--- config.mk ---
export PLATFORM = sky130hd
export DESIGN_NAME = burst_addr_gen
export DESIGN_NICKNAME = d
export VERILOG_FILES = /design/src/rtl/bag_pkg.sv /design/src/rtl/bag_ctrl.sv /design/src/rtl/bag_order.sv /design/src/rtl/burst_addr_gen.sv
export SDC_FILE = /design/constraint.sdc
export NUM_CORES = 1
export LEC_CHECK = 0
export BUFFER_PORTS_ARGS = -buffer_cell sky130_fd_sc_hd__buf_2
export CORE_UTILIZATION = 23
export DETAILED_ROUTE_END_ITERATION = 8
export REMOVE_ABC_BUFFERS = 1
export SETUP_SLACK_MARGIN = 0.3
export SYNTH_ARGS = -nofsm -noshare
export SYNTH_HDL_FRONTEND = slang
export SYNTH_SLANG_ARGS = --single-unit
--- constraint.sdc ---
create_clock -name clk -period 1.6 [get_ports clk]
set_input_delay 0.16 -clock clk [delete_from_list [all_inputs] [get_ports clk]]
set_output_delay 0.16 -clock clk [all_outputs]
set_load 0.05 [all_outputs]
--- src/rtl/bag_pkg.sv ---
package bag_pkg;
    typedef enum logic [1:0] {
        OP_HOLD  = 2'd0,
        OP_DESEL = 2'd1,
        OP_LOAD  = 2'd2,
        OP_ADV   = 2'd3
    } bag_op_e;
endpackage

--- src/rtl/bag_ctrl.sv ---
module bag_ctrl
    import bag_pkg::*;
(
    input  logic    clk_en_n,
    input  logic    sel_valid,
    input  logic    adv_ld,
    output bag_op_e op
);
    always_comb begin
        if (clk_en_n)        op = OP_HOLD;
        else if (!sel_valid) op = OP_DESEL;
        else if (!adv_ld)    op = OP_LOAD;
        else                 op = OP_ADV;
    end
endmodule

--- src/rtl/bag_order.sv ---
module bag_order #(
    parameter int BW = 2
) (
    input  logic [BW-1:0] start,
    input  logic [BW-1:0] cnt,
    input  logic          il,
    output logic [BW-1:0] lo
);
    logic [BW-1:0] xr;
    logic [BW-1:0] sm;

    for (genvar i = 0; i < BW; i++) begin : g_xor
        assign xr[i] = start[i] ^ cnt[i];
    end

    assign sm = BW'(start + cnt);
    assign lo = il ? xr : sm;
endmodule

--- src/rtl/burst_addr_gen.sv ---
module burst_addr_gen
    import bag_pkg::*;
#(
    parameter int ADDR_W  = 18,
    parameter int BURST_W = 2
) (
    input  logic              clk,
    input  logic              rst_n,
    input  logic              clk_en_n,
    input  logic              adv_ld,
    input  logic              sel_valid,
    input  logic              order_il,
    input  logic [ADDR_W-1:0] ext_addr,
    output logic [ADDR_W-1:0] acc_addr,
    output logic              proto_err
);
    localparam int UP_W = ADDR_W - BURST_W;

    typedef struct packed {
        logic [ADDR_W-1:0]  addr;
        logic [BURST_W-1:0] start;
        logic [BURST_W-1:0] cnt;
        logic               active;
        logic               err;
    } st_t;

    st_t st_d, st_q;
    bag_op_e op;
    logic [BURST_W-1:0] cnt_nx;
    logic [BURST_W-1:0] lo_nx;

    bag_ctrl u_ctrl (
        .clk_en_n (clk_en_n),
        .sel_valid(sel_valid),
        .adv_ld   (adv_ld),
        .op       (op)
    );

    assign cnt_nx = BURST_W'(st_q.cnt + 1'b1);

    bag_order #(.BW(BURST_W)) u_order (
        .start(st_q.start),
        .cnt  (cnt_nx),
        .il   (order_il),
        .lo   (lo_nx)
    );

    always_comb begin
        st_d = st_q;
        case (op)
            OP_DESEL: begin
                st_d.active = 1'b0;
                st_d.err    = 1'b0;
            end
            OP_LOAD: begin
                st_d.addr   = ext_addr;
                st_d.start  = ext_addr[BURST_W-1:0];
                st_d.cnt    = '0;
                st_d.active = 1'b1;
                st_d.err    = 1'b0;
            end
            OP_ADV: begin
                if (st_q.active) begin
                    st_d.cnt  = cnt_nx;
                    st_d.addr = {st_q.addr[ADDR_W-1:BURST_W], lo_nx};
                    st_d.err  = 1'b0;
                end else begin
                    st_d.err  = 1'b1;
                end
            end
            default: ;
        endcase
    end

    always_ff @(posedge clk or negedge rst_n) begin
        if (!rst_n) st_q <= '0;
        else        st_q <= st_d;
    end

    assign acc_addr  = st_q.addr;
    assign proto_err = st_q.err;

    if (UP_W < 1) begin : g_bad_param
        initial $error("ADDR_W must exceed BURST_W");
    end
endmodule

After elaboration in Yosys (flattened, before gate mapping):

Index checks and enable logic that the tools add are counted.

* $add $sub $neg: 2
* multipliers: 0
* div/mod/pow operators: 0
* $lt $le $gt $ge: 0
* equality and inequality tests: 4
* shift operators: 0
* mux-type cells: 11
* bitwise operators: 3
* reduce and logical (&&, ||, !) cells: 6

Operators by type and width (number)
* 18-bit case mux with 2 select lines: 1
* 2-bit 2-to-1 mux: 5
* 2-bit nonzero test: 3
* 2-bit equality test (second input constant): 2
* 1-bit case mux with 2 select lines: 2
* 2-bit case mux with 2 select lines: 1
* 2-bit AND reduction: 2
* 2-bit by 1-bit adder with 2-bit output (second input constant): 1
* 2-bit adder: 1
* 2-bit by 1-bit equality test with 1-bit output (second input constant): 1
* 1-bit 2-to-1 mux: 2
* 2-bit != test (second input constant): 1
* 2-bit OR reduction: 1
* 1-bit bitwise XOR: 2
* 1-bit NOT: 1

* register bits after elaboration: 24
* bits in latches: 0
* RAM bits: 0
* ROM bits: 0
* output and inout port bits: 19
* logic and storage cells: 32
* memories kept: 0

Logic depth before layout (Yosys ltp):

Gate-level depths: netlist of the first run.

* depth in word-level cells: 6
* mapped depth: 7

By module:

A second synthesis of the first run with hierarchy kept.

* cells, all modules: 134
* area, all modules: 1328.8 um2

By module, submodules not included
* burst_addr_gen: instances 1, cells each 127, area each 1277.5 um2, seq. area each 600.6 um2
* bag_order: instances 1, cells each 4, area each 36.3 um2, seq. area each 0.0 um2
* bag_ctrl: instances 1, cells each 3, area each 15.0 um2, seq. area each 0.0 um2

Worst setup path after synthesis of the first run:

No wires, ideal clock.

* path kind: register -> register
* start point: reg st_q[2] in the netlist's numbering
* end point: reg st_q, in the netlist acc_addr[1]
* data arrival time: 1.229 ns
* setup slack: 0.289 ns
* stages on the path, launching flop included: 6
* buffers on the path: 0
* clock period less this slack: 1.311 ns
* path through: dfrtp_1 clkinv_2 ha_1 nor2b_2 xnor3_1 a31oi_1

* cells in the longest elaborated chain, start to end: 5
* elaborated cells on any way between the ends: 6

RTL lines
* from (decl): RTL line burst_addr_gen.sv:27 `st_t st_d, st_q;`
* from (signal assigned): RTL line burst_addr_gen.sv:77 `else st_q <= st_d;`
* 2-bit by 1-bit adder with 2-bit output *: RTL line burst_addr_gen.sv:39 `assign cnt_nx = BURST_W'(st_q.cnt + 1'b1);`
* 2-bit adder or 1-bit bitwise XOR (tied branches): RTL line bag_order.sv:16, bag_order.sv:13
* 2-bit 2-to-1 mux *: RTL line bag_order.sv:17 `assign lo = il ? xr : sm;`
* 2-bit 2-to-1 mux *: RTL line burst_addr_gen.sv:63 `if (st_q.active) begin`
* 18-bit case mux with 2 select lines *: RTL line burst_addr_gen.sv:50 `case (op)`

Every way passes the cells marked *; elsewhere a longest branch is shown, timed or not. The select of a mux whose other input is x is not followed.
A chain may end at the register's enable or synchronous reset.

Worst setup path after layout of the first run:

* start point: reg st_q[3] in the netlist's numbering
* end point: reg st_q, in the netlist acc_addr[1]

Same word-level chain as after synthesis.

==> out/metrics.yaml, run 1 <==
floorplanning:
  core_mm2: 0.00524
  die_w_um: 76.9
  placementRows: 26
  ioPinCount: 43
  initial_core_util: 0.246
  die_h_um: 76.9
  die_area_mm2: 0.00591
worst_setup_path:
  rr_worst_depth: 3
  critPathMaxStageDelay_ns: 0.43
  worstPathMaxFanout: 3
  required_ns: 1.78
  path_buf_inv: 0
  crit_family: "XOR/XNOR gates"
  crit_type: "register to register"
  crit_path_cell_trace: "xnor2_1 -> xnor3_1 -> a31oi_1"
  r2r_end: "acc_addr[1]"
  arrival_ns: 1.42
  cp-end-kind: "register"
  crit_slowest_cell: "dfrtp_1"
  critPathLaunchType: "register"
  r2r_start: "st_q[3]"
  rrSetupSlack_ns: 0.36
power_and_ir_drop:
  p_clk_frac: 0.199
  vdd_drop_max_mv: 0.505
  p_per_area_mw_per_mm2: 1160
  pwr-share-comb: 0.370
  internal_power_mw: 1.08
  report.power.total_mw: 1.77
  p_leak_nw: 0.772
  seq_power_share: 0.431
  netSwitchingFraction: 0.392
  p_sw_uw: 695
cells_and_area:
  drive_gt1_frac: 0.371
  seq_area_um2: 601
  flow.area_growth_from_synthesis_pct: 18.3
  n_antenna_cell: 0
  fillers: 557
  nets: 189
  multiInputGateArea_um2: 447
  final_area_mm2: 0.00153
  final_util: 0.291
cts:
  clkLatencyLatePin_ns: 0.26
  cts_buffers: 3
  cts_tree: "done"
  clkTransAtPathRegs_ns: 0.08
  clk_path_buf_depth: 2
  cts_sinks: 24
  root_buffer: "clkbuf_8"
  htree_levels: 1
route:
  wl_met2_um: 1090
  avgViaCountPerCell: 3.88
  totalWireLength_um: 2440
  drtIter0Drc: 16
  met1_length_um: 1220
  met3RoutedLength_um: 117
  ant_nets: 0
  vias: 889
  wl_per_cell_um: 10.6
  top_layer: "met4"
  firstDrtPassIters: 4
  drc: 0
yosys:
  ys_types: 27
  ys_ff_latch: 24
  yosys_warnings: 0
  synth-seq-area-share: 0.466
  synth_edf_count: 0
  syn_avg_cell_area_um2: 9.91
  netlist_instances: 130
  async_flop_share: 1.00
  synth_ff_type: "dfrtp_1"
  syn_area_mm2: 0.00129
placed_design:
  dp_slack_ns: 0.0833
  dp_hpwl_um: 1800
  place_area_mm2: 0.00146
  gp_congestion: 0.674
  port_buffers: 42
timing:
  min_period_ns: 1.24
  setup_viol: 0
  drv_slew: 0
  fmax_mhz: 807
  holdWs_ns: 0.101
  slew_headroom: 0.630
  rsz0062_at_grt: "no"
  fin_crit_sh: 0.774
  worst_slack_ns: 0.361
  worstMarginPinSlew_ns: 0.555
  skew_ns: 0.00124
  hold_viol_final: 0
run:
  max-cap-violations: 0
global_route:
  antenna_found_initial: 0
  grt_pass1_vias: 925
  grt_use_total: 0.0890
  grt_max_degree: 25
  grt-ovfl-total: 0
  grt_pass1_wl_um: 4220
min_path:
  hold_path.class: "input port to register"
  hold_depth: 3
  hold-path-endpoint: "acc_addr[12]"
  min_from: "ext_addr[12]"
run_status:
  status: "complete, no violations"
-- cells in the mapped netlist, types with 2 or more instances --
cell	number	area share
a21o_1	2	0.012
buf_2	2	0.0078
buf_4	18	0.10
clkbuf_1	3	0.0087
dfrtp_1	24	0.47
ha_1	4	0.039
inv_1	19	0.055
mux2_2	4	0.035
nand2_1	7	0.020
nand3b_1	12	0.070
nor2b_1	3	0.015
o21ai_0	14	0.054
o21ai_1	3	0.012
xnor2_1	2	0.014
-- worst register-to-register path, cell delays in order, from the launching register on --
cell and delay [ns]:
dfrtp_1 0.43, xnor2_1 0.24, xnor3_1 0.33, a31oi_1 0.17
-- registers in the layout (all words and copies together), names as in the netlist --
signal,count
st_q,5
proto_err,1
acc_addr,18
-- how the worst max path moves through the flow --
stage               startpoint           end  slack, ns  depth (start not counted)
floorplan            sel_valid   acc_addr[1]      -0.19                          5
global placement      clk_en_n  acc_addr[10]       0.12                          7
detailed placement    clk_en_n  acc_addr[10]       0.08                          7
CTS                    st_q[2]   acc_addr[1]       0.30                          5
global route           st_q[3]   acc_addr[1]       0.32                          3
finish                 st_q[3]   acc_addr[1]       0.36                          3
-- through the flow --
| step | setup TNS, ns | std cells |
|---|---|---|
| after floorplan | -0.187 | 106 |
| after global placement | 0 | 223 |
| after detailed placement | 0 | 223 |
| after CTS | 0 | 229 |
| after global routing | 0 | 229 |
| final | 0 | 229 |
-- layer usage --
metal	vias to the layer above	GRT usage
li1	458	-
met1	407	0.120
met2	22	0.140
met3	2	0.0167
met4	0	0.0346
met5	-	0
-- power groups by stage --
stage	clock, mW	combinational, mW	sequential [mW]
global placement	0	0.643	0.778
global route	0.400	0.706	0.783
floorplan	0	0.170	1.08
detailed placement	0	0.645	0.782
CTS	0.380	0.661	0.768
finish	0.353	0.656	0.765
-- logic make-up after synthesis --
| kind of cell | Yosys count | share of synthesized area |
|---|---|---|
| AO/OA/AOI/OAI | 24 | 0.103 |
| XOR/XNOR | 4 | 0.0379 |
| adder cells (fa/ha/maj) | 4 | 0.0388 |
| flip-flops | 24 | 0.466 |
| AND/OR/NAND/NOR | 25 | 0.122 |
| multiplexers | 5 | 0.0427 |
| buffers and inverters | 44 | 0.189 |
-- layout make-up --
cell class / instances / share of cell area
well taps: 70 / 0.0574
multi-input cells: 62 / 0.293
flip-flops and latches: 24 / 0.394
clock buffers: 3 / 0.0271
inverters: 20 / 0.0500
repair buffers: 50 / 0.179
-- what timing repair did --
item	CTS	global route
endpoints found under the hold margin	24	0
resized for setup	0	1
pin swaps	1	2
hold buffers	1	0
setup endpoints to repair	1	5
setup buffers	2	0
-- placed cells by master, fill, tap and decap left out --
cell type | synthesis | routed
nand2b_1 | 1 | 1
nand3b_1 | 12 | 12
nand2_1 | 7 | 7
dfrtp_1 | 24 | 24
a21oi_1 | 1 | 1
o31ai_1 | 1 | 1
nor2b_1 | 3 | 2
dlygate4sd3_1 | 0 | 1
nor3b_1 | 1 | 1
buf_4 | 18 | 7
a21o_1 | 2 | 2
mux2i_1 | 1 | 1
inv_1 | 19 | 19
a31oi_1 | 1 | 1
o22ai_1 | 1 | 1
a211oi_1 | 1 | 1
mux2_2 | 4 | 4
buf_2 | 2 | 42
xnor3_1 | 1 | 1
xnor2_1 | 2 | 2
nor2b_2 | 1 | 2
clkbuf_8 | 0 | 3
o21ai_0 | 14 | 14
clkinv_2 | 1 | 1
ha_1 | 4 | 4
o21ai_1 | 3 | 3
xor2_1 | 1 | 1
Note: power is estimated with default switching activity, not from simulation.
==> run 2, diff against run 1 <==
==> constraint.sdc (replaced) <==
create_clock -name clk -period 1.15 [get_ports clk]
set_input_delay 0.115 -clock clk [delete_from_list [all_inputs] [get_ports clk]]
set_output_delay 0.115 -clock clk [all_outputs]
set_load 0.05 [all_outputs]
==> run 2 against run 1 <==
Compared with the run above: the flow now finishes with violations (negative hold slack, negative setup slack); maximum frequency rose by 7.0%; count of clock-buffer cells in the layout did not move; cell area rose by 26%; global-route usage rose by 0.59 points; clock power rose by 40%; routed wire length rose by 13%; via count rose by 8.0%; setup slack got worse by 0.37 ns; critical path type unchanged.
==> out/metrics.yaml, run 2 (synthesis gave the netlist of run 1 again) <==
run_status:
  status: "finished with violations"
  violations: "negative hold slack, negative setup slack"
worst_setup_path:
  crit_type: "register to register"
  arrival_ns: 1.35  # -0.07 ns
  required_ns: 1.34  # -0.44 ns
  worstPathMaxFanout: 2  # -1
  critPathMaxStageDelay_ns: 0.41  # -0.02 ns
  critPathLaunchType: "register"
  crit_path_cell_trace: "clkinv_2 -> buf_6 -> xnor3_1 -> a31oi_1"
  cp-end-kind: "register"
  crit_slowest_cell: "dfrtp_1"
cts:
  cts_sinks: 24  # unchanged
  clk_path_buf_depth: 2  # unchanged
  htree_levels: 1  # unchanged
  cts_tree: "done"
  cts_buffers: 3  # unchanged
  root_buffer: "clkbuf_8"
  clkTransAtPathRegs_ns: 0.08  # about the same
  clkLatencyLatePin_ns: 0.26  # about the same
route:
  firstDrtPassIters: 4  # unchanged
  wl_per_cell_um: 11.4  # +7.3%
  avgViaCountPerCell: 3.98  # +2.6%
  vias: 960  # +8.0%
  totalWireLength_um: 2750  # +13%
  drc: 0  # unchanged
  drtIter0Drc: 34  # +18
  ant_nets: 0  # unchanged
cells_and_area:
  layout_commonest_cell: "buf_6"
  flow.area_growth_from_synthesis_pct: 48.7
  nets: 201  # +6.3%
  final_util: 0.366  # +0.0748
  n_antenna_cell: 0  # unchanged
  final_area_mm2: 0.00192  # +26%
  final_cell_mix: "buf_6 (30), dfrtp_1 (23), buf_2 (21)"
  largest_reg_flops: 18  # unchanged
  drive_gt1_frac: 0.491  # +0.120
placed_design:
  place_area_mm2: 0.00149  # +2.4%
  dp_slack_ns: -0.257  # -0.340 ns
  port_buffers: 42  # unchanged
  gp_congestion: 0.681  # +1.0%
  dp_hpwl_um: 1830  # +1.6%
timing:
  min_period_ns: 1.16  # -0.0809 ns
  fin_crit_sh: 1.01  # +0.233
  fmax_mhz: 863  # +7.0%
  worstMarginPinSlew_ns: 0.566  # +0.0113 ns
  holdWs_ns: -0.165  # -0.267 ns
  skew_ns: 0.00187  # +0.000625 ns
  hold_viol_final: 24  # +24
  slew_headroom: 0.623  # -0.00756
  rsz0062_at_grt: "yes"
  drv_slew: 0  # unchanged
  setup_viol: 1  # +1
  worst_slack_ns: -0.00819  # -0.369 ns
global_route:
  grt-ovfl-total: 0  # unchanged
  use_met3: 0.0202  # +0.00357
  use_met2: 0.146  # +0.00536
  met1_usage: 0.130  # +0.0107
  grt_max_degree: 25  # unchanged
  antenna_found_initial: 0  # unchanged
  busiest_layer: "met2"
  grt_use_total: 0.0950  # +0.00594
  grt_pass1_wl_um: 4400  # +4.4%
  grt_pass1_vias: 926  # +0.11%
floorplanning:
  placementRows: 26  # unchanged
  die_w_um: 76.9  # unchanged
  initial_core_util: 0.246  # unchanged
  ioPinCount: 43  # unchanged
  core_mm2: 0.00524  # unchanged
  die_h_um: 76.9  # unchanged
  die_area_mm2: 0.00591  # unchanged
power_and_ir_drop:
  vdd_drop_max_mv: 0.562  # +11%
  p_per_area_mw_per_mm2: 1490  # +28%
  report.power.total_mw: 2.85  # +61%
  p_leak_nw: 0.920  # +19%
min_path:
  hold_path.class: "input port to async pin"
run:
  max-cap-violations: 0  # unchanged
==> run 2: cell type report <==
class | instances | area [um^2]
timing repair buffer | 62 | 568
sequential | 24 | 602
clock buffer | 3 | 41.3
tap | 70 | 87.6
multi-input combinational | 62 | 542
inverter | 20 | 76.3
fill | 518 | 3320
==> run 2: where the power goes <==
part,total (mW),internal (mW),leakage (nW),switching (mW)
Sequential,1.10,0.987,0.298,0.116
Combinational,1.26,0.569,0.600,0.688
Clock,0.493,0.234,0.0216,0.259
==> run 2: per-layer routing <==
layer / wire [um] / vias up
li1: - / 481
met1: 1380 / 453
met2: 1240 / 24
met3: 123 / 2
met4: 14 / 0
met5: 0 / -
==> run 2: what timing repair did <==
action,4_1_cts,5_1_grt
pin swaps,8,13
buffers inserted,3,6
gates cloned,2,1
gates resized for setup,73,16
endpoints found under the setup margin,43,43
endpoints found under the hold margin,24,24
==> run 2: worst max-delay path: cells and delay by family (launching register included) <==
family,cells,cell delay [ns]
buffers and inverters,2,0.17
flip-flops,1,0.41
XOR/XNOR,1,0.37
AO/OA/AOI/OAI,1,0.13
==> run 2: through the flow <==
step                 TNS, ns  instances
floorplan              -6.00        106
global placement       -2.47        226
detailed placement     -2.92        226
CTS                        0        234
global route         -0.0246        241
finish              -0.00819        241
==> run 2: worst paths after layout <==
path / startpoint / to / slack, ns / depth (start not counted)
max: st_q[2] / acc_addr[1] / -0.008 / 4
min: rst_n / acc_addr[0] / -0.17 / 1
max reg2reg: st_q[2] / acc_addr[1] / -0.008 / 4
min reg2reg: acc_addr[2] / acc_addr[2] / 0.53 / 2
max in group asynchronous: rst_n / st_q[1] / 0.90 / 1
min in group clk: ext_addr[12] / acc_addr[12] / 0.06 / 3
==> run 3, diff against run 2 <==
--- a/config.mk
+++ b/config.mk
@@ -8,6 +8,7 @@
 export BUFFER_PORTS_ARGS = -buffer_cell sky130_fd_sc_hd__buf_2
 export CORE_UTILIZATION = 23
 export DETAILED_ROUTE_END_ITERATION = 8
+export MAX_ROUTING_LAYER = met4
 export REMOVE_ABC_BUFFERS = 1
 export SETUP_SLACK_MARGIN = 0.3
 export SYNTH_ARGS = -nofsm -noshare
==> constraint.sdc (replaced) <==
create_clock -name clk -period 1.4 [get_ports clk]
set_input_delay 0.14 -clock clk [delete_from_list [all_inputs] [get_ports clk]]
set_output_delay 0.14 -clock clk [all_outputs]
set_load 0.05 [all_outputs]
==> run 3 against run 2 <==
Compared with the run above: the flow now finishes without violations; non-clock buffer count is 11 lower; clock power is 17% lower; critical path depth stayed put; total power is 27% lower; via count is 6.5% lower; die area stayed put; count of clock-buffer cells in the layout stayed put; critical path type unchanged; highest routed layer unchanged.
==> out/metrics.yaml, run 3 (synthesis gave the netlist of run 1 again) <==
run_status:
  status: "complete, no violations"
timing:
  slew_headroom: 0.631  # +0.00831
  fin_crit_sh: 0.820  # -0.187
  drv_slew: 0  # unchanged
  worstMarginPinSlew_ns: 0.554  # -0.0125 ns
  setup_viol: 0  # -1
  min_period_ns: 1.15  # -0.0103 ns
  hold_viol_final: 0  # -100%
  skew_ns: 0.000916  # -0.000951 ns
  fmax_mhz: 871  # +0.90%
  tns_ns: 0  # +0.00819 ns
  rsz0062_at_grt: "yes"
power_and_ir_drop:
  vdd_drop_max_mv: 0.445  # -21%
  p_leak_nw: 0.796  # -13%
  p_per_area_mw_per_mm2: 1310  # -12%
cells_and_area:
  drive_gt1_frac: 0.406  # -0.0850
  final_cell_mix: "buf_2 (41), dfrtp_1 (24), inv_1 (19)"
  flow.area_growth_from_synthesis_pct: 23.5
  final_util: 0.304  # -0.0621
  nets: 190  # -5.5%
  fin_cells: 230  # -4.6%
  fillers: 558  # +7.7%
  n_antenna_cell: 0  # unchanged
  layout_commonest_cell: "buf_2"
  largest_reg_flops: 18  # unchanged
worst_setup_path:
  r2r_start: "st_q[2]"
  path_buf_inv: 2  # unchanged
  critPathMaxStageDelay_ns: 0.40  # about the same
  worstPathMaxFanout: 2  # unchanged
  required_ns: 1.59  # +0.25 ns
  crit_family: "flip-flops"
  r2r_end: "acc_addr[1]"
  crit_cells: 4  # unchanged
  critPathLaunchType: "register"
  crit_type: "register to register"
  crit_path_cell_trace: "clkinv_2 -> buf_6 -> xnor3_1 -> a31oi_1"
  arrival_ns: 1.34  # about the same
  cp-end-kind: "register"
  crit_slowest_cell: "dfrtp_1"
  rrSetupSlack_ns: 0.25  # +0.26 ns
  rr_worst_depth: 4  # unchanged
floorplanning:
  die_area_mm2: 0.00591  # unchanged
  placementRows: 26  # unchanged
  initial_core_util: 0.246  # unchanged
  core_mm2: 0.00524  # unchanged
  die_h_um: 76.9  # unchanged
  die_w_um: 76.9  # unchanged
  ioPinCount: 43  # unchanged
cts:
  clkLatencyLatePin_ns: 0.26  # about the same
  clk_path_buf_depth: 2  # unchanged
  cts_buffers: 3  # unchanged
  root_buffer: "clkbuf_8"
  htree_levels: 1  # unchanged
  clkTransAtPathRegs_ns: 0.08  # about the same
  post-cts-setup-buffers: 0  # -3
  cts_sinks: 24  # unchanged
  cts_tree: "done"
min_path:
  min_from: "ext_addr[11]"
  hold_depth: 3
  hold-path-endpoint: "acc_addr[11]"
  hold_path.class: "input port to register"
route:
  drtIter0Drc: 28  # -18%
  avgViaCountPerCell: 3.90  # -2.0%
  totalWireLength_um: 2440  # -11%
  ant_nets: 0  # unchanged
  wl_per_cell_um: 10.6  # -7.1%
  vias: 898  # -6.5%
  drc: 0  # unchanged
  firstDrtPassIters: 2  # -2
global_route:
  grt_pass1_vias: 957  # +3.3%
  antenna_found_initial: 0  # unchanged
  grt_use_total: 0.0946  # -0.000356
  grt_max_degree: 25  # unchanged
  grt-ovfl-total: 0  # unchanged
  grt_pass1_wl_um: 4270  # -3.0%
placed_design:
  gp_congestion: 0.653  # -4.1%
  port_buffers: 42  # unchanged
  dp_hpwl_um: 1890  # +3.4%
  dp.cells: 226  # unchanged
run:
  max-cap-violations: 0  # unchanged
==> run 3: cell type report <==
cell class,instances,area (um^2),area share
sequential,24,601,0.377
multi-input combinational,62,487,0.306
timing repair buffer,51,299,0.188
tap,70,87.6,0.0550
inverter,20,76.3,0.0480
clock buffer,3,41.3,0.0259
==> run 3: routing by layer <==
metal / vias to the layer above / GRT usage / share of wire
met3: 2 / 0.0179 / 0.042
met4: 0 / 0.0346 / 0.0057
li1: 458 / - / -
met2: 22 / 0.149 / 0.47
met1: 416 / 0.120 / 0.49
met5: - / - / 0
==> run 3: how the worst max path moves through the flow <==
stage | from | end
2_1_floorplan | sel_valid | acc_addr[1]
3_3_place_gp | clk_en_n | acc_addr[10]
6_report | st_q[2] | acc_addr[1]
3_5_place_dp | clk_en_n | acc_addr[10]
4_1_cts | st_q[2] | acc_addr[1]
5_1_grt | st_q[2] | acc_addr[1]
==> run 3: metrics by stage <==
| stage | hold slack, ns | total power [mW] | cell area, um^2 | setup slack (ns) |
|---|---|---|---|---|
| floorplan | -0.156 | 1.43 | 1120 | -0.367 |
| global placement | 0.176 | 1.64 | 1490 | 0.0135 |
| detailed placement | 0.169 | 1.65 | 1490 | -0.00293 |
| CTS | 0.0809 | 2.10 | 1570 | 0.253 |
| global route | 0.0839 | 2.20 | 1590 | 0.177 |
| finish | 0.0796 | 2.08 | 1590 | 0.252 |
==> run 3: tightest hold or removal path, delay by kind of cell <==
family                 cells  cell delay (ns)
AND/OR/NAND/NOR            1             0.03
buffers and inverters      1             0.08
AO/OA/AOI/OAI              1             0.06
==> run 3: what timing repair did <==
| action | CTS | global route |
|---|---|---|
| pin swaps | 3 | 1 |
| hold buffers | 1 | 0 |
| resized for setup | 6 | 5 |
| cloned | 0 | 0 |
| endpoints found under the hold margin | 24 | 0 |
| setup endpoints to repair | 5 | 12 |
==> run 3: power by group <==
group	switching (mW)	leakage [nW]	internal (mW)
sequential	0.0699	0.300	0.809
clock	0.215	0.0216	0.192
combinational	0.530	0.475	0.262
